**config.mk**
```make
export PLATFORM = sky130hd
export DESIGN_NAME = shf_bidir_unit
export DESIGN_NICKNAME = d
export VERILOG_FILES = /design/src/rtl/shf_pkg.sv /design/src/rtl/shf_amt_decode.sv /design/src/rtl/shf_left_core.sv /design/src/rtl/shf_sign_fill.sv /design/src/rtl/shf_bidir_unit.sv
export SDC_FILE = /design/constraint.sdc
export NUM_CORES = 1
export LEC_CHECK = 0
export BUFFER_PORTS_ARGS = -buffer_cell sky130_fd_sc_hd__buf_2
export CAP_MARGIN = 20
export CORE_AREA = 8 8 45 47
export DETAILED_ROUTE_END_ITERATION = 10
export DIE_AREA = 0 0 53 55
export PLACE_DENSITY = 0.37
export SETUP_SLACK_MARGIN = 0.3
export SLEW_MARGIN = 25
export SYNTH_ARGS = -nofsm -noshare
export SYNTH_HDL_FRONTEND = slang
export SYNTH_SLANG_ARGS = --single-unit
export TNS_END_PERCENT = 30
```
**constraint.sdc**
```tcl
create_clock -name vclk -period 0.8
set_input_delay 0 -clock vclk [all_inputs]
set_output_delay 0 -clock vclk [all_outputs]
set_load 0.05 [all_outputs]
```
**src/rtl/shf_pkg.sv**
```systemverilog
package shf_pkg;
    localparam int SHF_WIDTH = 4;

    typedef enum logic {
        SHF_RIGHT = 1'b0,
        SHF_LEFT  = 1'b1
    } shf_dir_e;
endpackage

```
**src/rtl/shf_amt_decode.sv**
```systemverilog
module shf_amt_decode #(
    parameter int W  = 4,
    parameter int AW = 2
) (
    input  logic [AW-1:0] amt_i,
    output logic [0:W-1]  sel_o
);
    always_comb begin
        sel_o = '0;
        for (int i = 0; i < W; i++) begin
            if (int'(amt_i) == i) sel_o[i] = 1'b1;
        end
    end

    always_comb begin
        p_sel_onehot_r1: assert ($onehot(sel_o))
            else $error("one-hot select violated");
    end
endmodule

```
**src/rtl/shf_left_core.sv**
```systemverilog
module shf_left_core #(
    parameter int W = 4
) (
    input  logic [0:W-1] x_i,
    input  logic [0:W-1] sel_i,
    output logic [0:W-1] z_o
);
    logic [0:W-1] term [0:W-1];

    for (genvar k = 0; k < W; k++) begin : g_bit
        for (genvar i = 0; i < W; i++) begin : g_amt
            if (k + i < W) begin : g_src
                assign term[k][i] = sel_i[i] & x_i[k+i];
            end else begin : g_zero
                assign term[k][i] = 1'b0;
            end
        end
        assign z_o[k] = |term[k];
    end

    always_comb begin
        if (sel_i[0]) begin
            p_core_pass_r1: assert (z_o == x_i)
                else $error("core zero-shift mismatch");
        end
        if (sel_i[W-1]) begin
            p_core_max_r2: assert (z_o[0] == x_i[W-1])
                else $error("core max-shift mismatch");
        end
    end
endmodule

```
**src/rtl/shf_sign_fill.sv**
```systemverilog
module shf_sign_fill #(
    parameter int W = 4
) (
    input  logic [0:W-1] sel_i,
    input  logic [0:W-1] raw_i,
    input  logic         sign_i,
    output logic [0:W-1] y_o
);
    logic [0:W-1] hit [0:W-1];
    logic [0:W-1] mask;

    for (genvar k = 0; k < W; k++) begin : g_pos
        for (genvar i = 0; i < W; i++) begin : g_amt
            if (k < i) begin : g_on
                assign hit[k][i] = sel_i[i];
            end else begin : g_off
                assign hit[k][i] = 1'b0;
            end
        end
        assign mask[k] = |hit[k];
        assign y_o[k]  = mask[k] ? sign_i : raw_i[k];
    end

    always_comb begin
        if (!sel_i[0]) begin
            p_fill_msb_r5: assert (y_o[0] == sign_i)
                else $error("sign fill missing at MSB");
        end
    end
endmodule

```
**src/rtl/shf_bidir_unit.sv**
```systemverilog
module shf_bidir_unit
    import shf_pkg::*;
#(
    parameter int WIDTH = SHF_WIDTH,
    localparam int AW   = $clog2(WIDTH)
) (
    input  logic [0:WIDTH-1] opnd_i,
    input  logic             dir_i,
    input  logic [AW-1:0]    amt_i,
    output logic [0:WIDTH-1] res_o
);
    shf_dir_e         dir;
    logic [0:WIDTH-1] sel;
    logic [0:WIDTH-1] opnd_rev;
    logic [0:WIDTH-1] core_in;
    logic [0:WIDTH-1] core_out;
    logic [0:WIDTH-1] core_rev;
    logic [0:WIDTH-1] right_res;

    assign dir = shf_dir_e'(dir_i);

    shf_amt_decode #(.W(WIDTH), .AW(AW)) u_dec (
        .amt_i (amt_i),
        .sel_o (sel)
    );

    for (genvar k = 0; k < WIDTH; k++) begin : g_rev
        assign opnd_rev[k] = opnd_i[WIDTH-1-k];
        assign core_rev[k] = core_out[WIDTH-1-k];
    end

    assign core_in = (dir == SHF_LEFT) ? opnd_i : opnd_rev;

    shf_left_core #(.W(WIDTH)) u_core (
        .x_i   (core_in),
        .sel_i (sel),
        .z_o   (core_out)
    );

    shf_sign_fill #(.W(WIDTH)) u_fill (
        .sel_i  (sel),
        .raw_i  (core_rev),
        .sign_i (opnd_i[0]),
        .y_o    (right_res)
    );

    assign res_o = (dir == SHF_LEFT) ? core_out : right_res;

    always_comb begin
        if (dir == SHF_LEFT) begin
            p_left_head_r2: assert (res_o[0] == opnd_i[amt_i])
                else $error("left shift head bit wrong");
            if (amt_i != '0) begin
                p_left_zero_r3: assert (res_o[WIDTH-1] == 1'b0)
                    else $error("left shift LSB not zero");
            end
        end else begin
            p_right_sign_r5: assert (res_o[0] == opnd_i[0])
                else $error("right shift lost sign");
            p_right_tail_r4: assert (res_o[amt_i] == opnd_i[0])
                else $error("right shift tail wrong");
        end
    end
endmodule

```
# Word-level counts from Yosys, hierarchy flattened
# Index checks and enable logic that the tools add are counted.
dict set report op_classes {
  bitwise_logic 10
  n_reduce_logical 6
  mux 9
  eq_ne 3
}
# operator count
set op_table {}
lappend op_table {{1-bit AND} 10}
lappend op_table {{4-bit two-way mux} 2}
lappend op_table {{1-bit two-way mux} 7}
lappend op_table {{3-bit OR reduction} 2}
lappend op_table {{2-bit == test, second input constant} 2}
lappend op_table {{2-bit OR reduction} 2}
lappend op_table {{4-bit OR reduction} 1}
lappend op_table {{2-bit by 1-bit == test with 1-bit output, second input constant} 1}
lappend op_table {{2-bit logical NOT} 1}
dict set report word_totals {
  input_bits 7
  output_inout_bits 4
  ff_bits 0
  wordCells 28
}

# Longest topological paths before layout
# Gate-level depths: netlist of run 1.
dict set report depth {
  ltp_word 6
  ltp_mapped 4
  mapped_depth_nobuf 3
}

# Hierarchy
# A second synthesis of run 1 with hierarchy kept.
dict set report unflattened {
  cells_unflattened 26
  hier_area_um2 261.5
}
# module cells_each seq_area_each_um2 n_inst area_each_um2
set modules_own_cells {}
lappend modules_own_cells {shf_bidir_unit 9 0.0 1 131.4}
lappend modules_own_cells {shf_sign_fill 6 0.0 1 55.1}
lappend modules_own_cells {shf_left_core 7 0.0 1 48.8}
lappend modules_own_cells {shf_amt_decode 4 0.0 1 26.3}

# Least setup slack after synthesis of run 1
# No wires, ideal clock.
dict set report synth_path {
  path_type {input -> output}
  start {in dir_i}
  end {out res_o[2] in the netlist's numbering}
  setup_slack_ps -464
  required_ps 800
  n_path_buf 0
  arrival_time_ps 1264
  stages 3
  path_cell_list {nand2b_1 a311o_1 a221oi_2}
}
dict set report synth_between {
  elab_chain_cells 5
  elab_cells_between_ends 10
  classes_between {mux (3); bitwise (5); reduce/logical (2)}
}
# item line_no
set synth_lines {}
lappend synth_lines {{from (decl)} shf_bidir_unit.sv:8} ;# input logic dir_i,
lappend synth_lines {{4-bit two-way mux} shf_bidir_unit.sv:32} ;# assign core_in = (dir == SHF_LEFT) ? opnd_i : opnd_rev;
lappend synth_lines {{1-bit AND} shf_left_core.sv:13} ;# assign term[k][i] = sel_i[i] & x_i[k+i];
lappend synth_lines {{3-bit OR reduction} shf_left_core.sv:18} ;# assign z_o[k] = |term[k];
lappend synth_lines {{1-bit two-way mux} shf_sign_fill.sv:21} ;# assign y_o[k] = mask[k] ? sign_i : raw_i[k];
lappend synth_lines {{4-bit two-way mux (*)} shf_bidir_unit.sv:47} ;# assign res_o = (dir == SHF_LEFT) ? core_out : right_res;
lappend synth_lines {{to (decl)} shf_bidir_unit.sv:10} ;# output logic [0:WIDTH-1] res_o
# Every way passes the cells marked *; elsewhere a longest branch is shown, timed or not.

# Final worst setup path of run 1
# Same ends and word-level chain as after synthesis.

==> run summary, run 1 <==
* finished, violations left — result of the run
* negative setup slack — failing checks
* 0 — final hold viol count
* 124% — final period utilization
* 315 — via count of the first global-routing pass
* 0.000266 V — Max rail drop VDD
* 123% — Layout area overhead
* 1390 um — first-pass GRT wire length
* -0.196 ns — Worst Slack Setup Final
* 6 — number of DRC markers after the initial detailed-route iteration
* 221 um2 — post-synthesis cell area
* sky130_fd_sc_hd__buf_4, sky130_fd_sc_hd__buf_6, sky130_fd_sc_hd__buf_2 — most frequent cells in the layout
* 0 — number of buffers inserted to repair setup after CTS
* primary input to output pin — class of the tightest hold or removal check
* 40 — nets in the synthesized netlist
* 1.00 ns — worst path arrival time
* met2 — global route hottest layer
* 0 — maximum capacitance violations
* 6.71 um2 — average instance area after synthesis
* primary input to output pin — startpoint-to-endpoint class of the critical path
* 55 um — vertical die dimension
* -0.380 ns — Setup Slack @ Placement
* 74 — number of placed instances with taps included
* 0 um2 — Storage cell area
* 11 — number of port buffers
* res_o[2] — Critical Path Sink
* 21 — number of library cell types mapped by synthesis
* 4 — # setup viols final
* 0 — global route overflow
* 9 — largest net degree at the start of global routing
* 0% — sequential share of the synthesized area
* 1.00 GHz — peak clock frequency supported by timing
* 733 nW/um2 — power density over the cells
* 0.000237 uW — leakage component of the power
* 0 — count of flip-flops and latches
* 6 — Max Fanout on Critical Path
* 0 — total DRC errors in the routed layout
* 418 um2 — instance area after placement
* 0 — number of slew-limit violations in the final report
* 63.8% — share of layout cells above drive strength 1
* 16.0% — Initial Utilization
* 785 um — final wirelength
* 0 — count of clock buffers in the final design
* 33 — count of mapped cells out of synthesis
* 11 — Ports
* 0 — Antenna Nets Post-Route
* 6.94% — M1 GR Usage
* 4 — first-pass detailed-route iteration total
* primary input — element type at the critical path start
* 0 — number of antenna violations at the first check in global routing
* 0 — number of warnings printed during yosys synthesis
* 0.702 — last weighted congestion value of the routability-driven placer
* true — setup repair after global routing missed its margin
* 10.6 um — post-DR wirelength/cell
* 4.50 — routed via count divided by cell count
* 2920 um2 — die footprint
* sky130_fd_sc_hd__buf_4 — commonest non-fill, non-tap cell in the layout
* 0 — Inserted Diodes
* 1.34% — met3 GRT Util
* output pin — Crit. End Element
* 333 — vias
* 53 um — width of the chip
* 35.7% — Final Core Density
* 494 um2 — Finished Cell Area
* 0.80 ns — data required time of the critical path
* 71.4% — relative slew slack
* 235 um2 — area of combinational cells with multiple inputs
* 0.422 ns — transition time at the pin with the least slew margin
* 155 — total of fill cells in the finished design
* 67 — count of nets after finishing
* 1380 um2 — Placeable Area
* 5.61% — global router's overall resource usage
* 74 — Finished Layout Cells
* 0.996 ns — Final min period
* 663 um — Detailed Place HPWL
* 10.2% — met2 Resource Use GR
* 14 — Core Rows
* 0 — number of buffers inserted by hold repair at cts
* dir_i — CP Launch Point
==> worst max-delay path: stages <==
cell	delay, ns
sky130_fd_sc_hd__buf_8	0.11
sky130_fd_sc_hd__nand2b_4	0.13
sky130_fd_sc_hd__a311o_1	0.29
sky130_fd_sc_hd__a221oi_4	0.27
sky130_fd_sc_hd__buf_6	0.19
==> report_power, final <==
group	switching [uW]	internal, uW
Clock	0	0
Combinational	184	178
Sequential	0	0
Total	184	178
==> cell usage after synthesis (all sizes together) (2+ instances only) <==
library cell,n,area share (%)
buf,3,7.9
inv,3,5.1
nand2,3,5.1
nor2b,3,8.5
o21ai,3,6.8
a21oi,2,4.5
mux2i,2,9.0
nand2b,2,5.6
==> area by class of cell <==
class	instances	area share, %
inverter	3	2.28
timing repair buffer	28	46.1
tap	16	4.05
multi-input combinational	27	47.6
==> worst min path at each step <==
| stage | startpoint | to | slack [ns] | cells after the start |
|---|---|---|---|---|
| 5_1_grt | amt_i[0] | res_o[2] | 0.53 | 4 |
| 3_3_place_gp | amt_i[1] | res_o[2] | 0.56 | 4 |
| 3_5_place_dp | amt_i[1] | res_o[2] | 0.56 | 4 |
| 2_1_floorplan | amt_i[1] | res_o[2] | 0.33 | 2 |
| 6_report | amt_i[0] | res_o[2] | 0.50 | 4 |
| 4_1_cts | amt_i[0] | res_o[2] | 0.50 | 4 |
==> logic make-up after synthesis <==
kind of cell	Yosys count	share of synthesized area, %
simple gates	11	26.0
mux	2	9.04
buf+inv	6	13.0
compound gates	14	52.0
==> routing by layer <==
metal,vias up,wire length (um)
li1,174,-
met1,153,372
met2,6,358
met3,0,54
met4,0,0
met5,-,0
==> timing repair <==
| item | CTS | global route |
|---|---|---|
| setup endpoints to repair | 4 | 4 |
| pin swaps | 2 | 1 |
| resized for setup | 18 | 2 |
==> per-stage QoR <==
step | hold WS, ns | setup TNS, ns | total power (uW)
6_report | 0.499 | -0.487 | 362
3_3_place_gp | 0.565 | -1.10 | 304
5_1_grt | 0.534 | -0.708 | 387
3_5_place_dp | 0.559 | -1.11 | 301
2_1_floorplan | 0.325 | -0.363 | 186
4_1_cts | 0.505 | -0.509 | 360
(Power assumes the default switching activity.)
==> run 2: changes to the inputs <==
PLACE_DENSITY = 0.35   (was 0.37)
clock period = 0.95 ns   (was 0.8 ns; I/O delays follow)
==> run summary, run 2 (synthesized netlist as in run 1, its figures left out) <==
* 9 — largest net degree at the start of global routing, unchanged
* 338 — via count of the first global-routing pass, +7.3%
* 163 — total of fill cells in the finished design, +5.2%
* 14 — Core Rows, unchanged
* 0.475 ns — final hold slack, -0.0241 ns
* 220 um2 — area of combinational cells with multiple inputs, -6.4%
* 5.89% — global router's overall resource usage, +0.27 points
* 625 nW/um2 — power density over the cells, -15%
* 2920 um2 — die footprint, unchanged
* sky130_fd_sc_hd__buf_4, sky130_fd_sc_hd__buf_2, sky130_fd_sc_hd__buf_6 — most frequent cells in the layout
* 111% — Layout area overhead
* primary input to output pin — class of the tightest hold or removal check
* 2 — first-pass detailed-route iteration total, -2
* 11.5 um — post-DR wirelength/cell, +8.3%
* 293 uW — Tot Pwr, -19%
* -0.0542 ns — Worst Slack Setup Final, +0.142 ns
* 0 — number of slew-limit violations in the final report, unchanged
* 53 um — width of the chip, unchanged
* 2 — number of DRC markers after the initial detailed-route iteration, -4
* 5 — Levels on crit path, unchanged
* 0 — total DRC errors in the routed layout, unchanged
* 0 — count of flip-flops and latches, unchanged
* dir_i — CP Launch Point
* 0 — Inserted Diodes, unchanged
* 0.30 ns — delay of the slowest critical-path stage, about the same
* 0.000229 uW — leakage component of the power, -3.6%
* 16.0% — Initial Utilization, unchanged
* 11 — Ports, unchanged
* 4.48 — routed via count divided by cell count, -0.46%
* finished, violations left — result of the run
* 1380 um2 — Placeable Area, unchanged
* compound AO/OA/AOI/OAI gates — Crit path max-delay family
* true — setup repair after global routing missed its margin
* 55 um — vertical die dimension, unchanged
* 0 um2 — Storage cell area, unchanged
* negative setup slack — failing checks
* 57.9% — share of layout cells above drive strength 1, -5.9 points
* buf_8, nand2b_4, a311o_1, a221oi_4, buf_6 — Critical Path, Cell by Cell
* 327 — vias, -1.8%
* 0 — Antenna Nets Post-Route, unchanged
* 0 — maximum capacitance violations, unchanged
* 1.00 ns — Final min period
* 839 um — final wirelength, +6.9%
* output pin — Crit. End Element
* 2 — # setup viols final, -2
* 1.00 ns — worst path arrival time, about the same
* sky130_fd_sc_hd__buf_4 — commonest non-fill, non-tap cell in the layout
* 0 — number of antenna violations at the first check in global routing, unchanged
* 1420 um — first-pass GRT wire length, +2.5%
* 106% — final period utilization
* 70.5% — relative slew slack, -0.96 points
* 0.000225 V — Max rail drop VDD, -15%
* primary input to output pin — startpoint-to-endpoint class of the critical path
* primary input — element type at the critical path start
* 7 — Max Fanout on Critical Path, +1
* 0.996 GHz — peak clock frequency supported by timing
* 0.711 — last weighted congestion value of the routability-driven placer, +1.3%
* 0 — count of clock buffers in the final design, unchanged
* 11 — number of port buffers, unchanged
* 0 — final hold viol count, unchanged
* 0 — number of buffers inserted to repair setup after CTS, unchanged
* 0.436 ns — transition time at the pin with the least slew margin, +0.0141 ns
* 706 um — Detailed Place HPWL, +6.5%
* 66 — count of nets after finishing, -1.5%
* 0 — global route overflow, unchanged
* 2 — total buffers and inverters traversed by the critical path, unchanged
* 0.95 ns — data required time of the critical path, +0.15 ns
* res_o[2] — Critical Path Sink
* sky130_fd_sc_hd__a311o_1 — cell at the slowest stage of the critical path
[run 2: layer usage]
metal / track usage [%] / share of wire (%)
met1: 7.39 / 48
met2: 10.4 / 45
met3: 1.34 / 6.7
met4: 0.431 / 0
met5: 0 / 0
[run 2: stage by stage]
step | setup slack, ns | setup TNS [ns] | util (%) | instances | cell area [um2]
floorplan | -0.0890 | -0.0890 | - | 33 | 233
global placement | -0.240 | -0.478 | 29.7 | 73 | 410
detailed placement | -0.253 | -0.483 | 29.7 | 73 | 410
CTS | -0.0616 | -0.0616 | 33.8 | 73 | 468
global route | -0.107 | -0.139 | 33.8 | 73 | 468
finish | -0.0542 | -0.0558 | 33.8 | 73 | 468
[run 2: worst min path at each step]
| stage | from | endpoint | slack (ns) | depth (start not counted) |
|---|---|---|---|---|
| after floorplan | amt_i[1] | res_o[2] | 0.33 | 2 |
| after global placement | amt_i[1] | res_o[2] | 0.53 | 4 |
| after detailed placement | amt_i[1] | res_o[2] | 0.52 | 4 |
| after CTS | amt_i[1] | res_o[2] | 0.48 | 4 |
| after global routing | amt_i[1] | res_o[2] | 0.49 | 4 |
| final | amt_i[1] | res_o[2] | 0.48 | 4 |
[run 2: cell type report]
| class | count | area share [%] |
|---|---|---|
| Tap cell | 16 | 4.28 |
| Inverter | 3 | 2.41 |
| Timing Repair Buffer | 27 | 46.3 |
| Multi-Input combinational cell | 27 | 47.1 |
[run 2: what timing repair did]
item,CTS,global route
resized for setup,16,0
pin swaps,3,1
gates cloned,0,0
endpoints found under the setup margin,4,4
hold buffers,0,0
hold endpoints to repair,0,0
[run 2: tightest hold or removal path: stages]
cell                       delay, ns
sky130_fd_sc_hd__buf_2          0.13
sky130_fd_sc_hd__buf_4          0.14
sky130_fd_sc_hd__a221oi_4       0.06
sky130_fd_sc_hd__buf_6          0.14
[run 2: power breakdown]
group / total, uW / switching, uW / internal, uW
logic: 293 / 152 / 141
clock network: 0 / 0 / 0
registers: 0 / 0 / 0
total: 293 / 152 / 141
==> run 3: changes to the inputs <==
RECOVER_POWER = 25   (was not set)
clock period = 1.3 ns   (was 0.95 ns; I/O delays follow)
==> run summary, run 3 (synthesized netlist as in run 1, its figures left out) <==
* completed — result of the run
* 14 — Core Rows, unchanged
* 0.364 ns — transition time at the pin with the least slew margin, -0.0724 ns
* 482 nW/um2 — power density over the cells, -23%
* 1.04 ns — Final min period
* 0% — power share of the sequential group, unchanged
* 0 — number of slew-limit violations in the final report, unchanged
* 0.000124 V — Max rail drop VDD, -45%
* 12.5 um — post-DR wirelength/cell, +9.0%
* 0 — number of buffers inserted by hold repair at cts, unchanged
* primary input to output pin — startpoint-to-endpoint class of the critical path
* 0.262 ns — Worst Slack Setup Final, +0.316 ns
* 3 — first-pass detailed-route iteration total, +1
* 0.963 GHz — peak clock frequency supported by timing
* 100.0% — combinational group share of total power, about the same
* 0 — Inserted Diodes, unchanged
* 587 um — Detailed Place HPWL, -17%
* 286 — via count of the first global-routing pass, -15%
* 16.0% — Initial Utilization, unchanged
* 305 um2 — instance area after placement, -26%
* 0.667 — last weighted congestion value of the routability-driven placer, -6.3%
* 6 — Max Fanout on Critical Path, -1
* 3 — number of DRC markers after the initial detailed-route iteration, +1
* 0 — number of antenna violations at the first check in global routing, unchanged
* 0 — Antenna Nets Post-Route, unchanged
* 5.01% — global router's overall resource usage, -0.87 points
* 53 um — width of the chip, unchanged
* 107 uW — switching component of the power, -29%
* 54 — count of nets after finishing, -18%
* 11 — Ports, unchanged
* 4.70 — routed via count divided by cell count, +5.0%
* true — setup repair after global routing missed its margin
* 0 — maximum capacitance violations, unchanged
* 0 — # setup viols final, -2
* primary input — element type at the critical path start
* 51.1% — share of layout cells above drive strength 1, -6.8 points
* 0 — total DRC errors in the routed layout, unchanged
* 764 um — final wirelength, -8.9%
* sky130_fd_sc_hd__buf_2 — commonest non-fill, non-tap cell in the layout
* 1210 um — first-pass GRT wire length, -15%
* 375 um2 — Finished Cell Area, -20%
* 69.5% — Layout area overhead
* 2920 um2 — die footprint, unchanged
* 0 — count of clock buffers in the final design, unchanged
* res_o[2] — Critical Path Sink
* 0 — global route overflow, unchanged
* 55 um — vertical die dimension, unchanged
* dir_i — CP Launch Point
* 27.1% — Final Core Density, -6.7 points
* 0% — clock network fraction of design power, unchanged
* sky130_fd_sc_hd__buf_2, sky130_fd_sc_hd__buf_4 — most frequent cells in the layout
* 0.000170 uW — leakage component of the power, -26%
* 12 — largest net degree at the start of global routing, +3
* 0 — count of flip-flops and latches, unchanged
* 0 ns — setup tns final, +0.0558 ns
* 75.5% — relative slew slack, +5.0 points
* 0 — final hold viol count, unchanged
* output pin — Crit. End Element
* 0 um2 — Storage cell area, unchanged
* 73.5 uW — cell internal power dissipation, -48%
* 59.4% — switching fraction of total power, +7.4 points
* 1.30 ns — data required time of the critical path, +0.35 ns
* 1380 um2 — Placeable Area, unchanged
* 287 — vias, -12%
* 0.0586 ns — Setup Slack @ Placement, +0.311 ns
* 79.8% — final period utilization
* 11 — number of port buffers, unchanged
* primary input to output pin — class of the tightest hold or removal check
* 1.04 ns — worst path arrival time, +0.04 ns
## run 3: power by group through the flow
stage / Sequential (uW) / Combinational [uW] / Clock [uW]
after floorplan: 0 / 115 / 0
after global placement: 0 / 154 / 0
final: 0 / 181 / 0
after CTS: 0 / 171 / 0
after detailed placement: 0 / 153 / 0
after global routing: 0 / 193 / 0
## run 3: repair_timing
item                       4_1_cts  5_1_grt
gates resized for setup          8        5
gates cloned                     0        0
buffers inserted                 2        0
setup endpoints to repair        3        4
pin swaps                        2        1
## run 3: worst min-delay path by stage
| stage | from | end | slack, ns | depth (start not counted) |
|---|---|---|---|---|
| 2_1_floorplan | amt_i[1] | res_o[2] | 0.33 | 2 |
| 3_3_place_gp | opnd_i[0] | res_o[0] | 0.54 | 5 |
| 3_5_place_dp | dir_i | res_o[3] | 0.54 | 4 |
| 4_1_cts | dir_i | res_o[3] | 0.44 | 4 |
| 5_1_grt | dir_i | res_o[3] | 0.46 | 4 |
| 6_report | dir_i | res_o[3] | 0.44 | 4 |
## run 3: layer usage
layer	up-vias	routed length [um]	global-route usage (%)
li1	148	-	-
met5	-	0	0
met1	132	356	6.64
met3	0	64	1.60
met4	0	0	0
met2	7	343	8.20
## run 3: cell type report
type | count | area [um2]
multi-input cells | 27 | 236
fillers | 157 | 1010
inverters | 3 | 11.3
repair buffers | 15 | 108
well taps | 16 | 20.0
## run 3: through the flow
stage,total power (uW),cells,hold slack [ns]
after floorplan,115,33,0.325
after global placement,154,59,0.536
after detailed placement,153,59,0.535
after CTS,171,61,0.444
after global routing,193,61,0.462
final,181,61,0.445
## run 3: critical path: stages
cell	delay, ns
sky130_fd_sc_hd__buf_8	0.10
sky130_fd_sc_hd__nor2b_1	0.12
sky130_fd_sc_hd__a311o_1	0.35
sky130_fd_sc_hd__a221oi_4	0.27
sky130_fd_sc_hd__buf_6	0.19
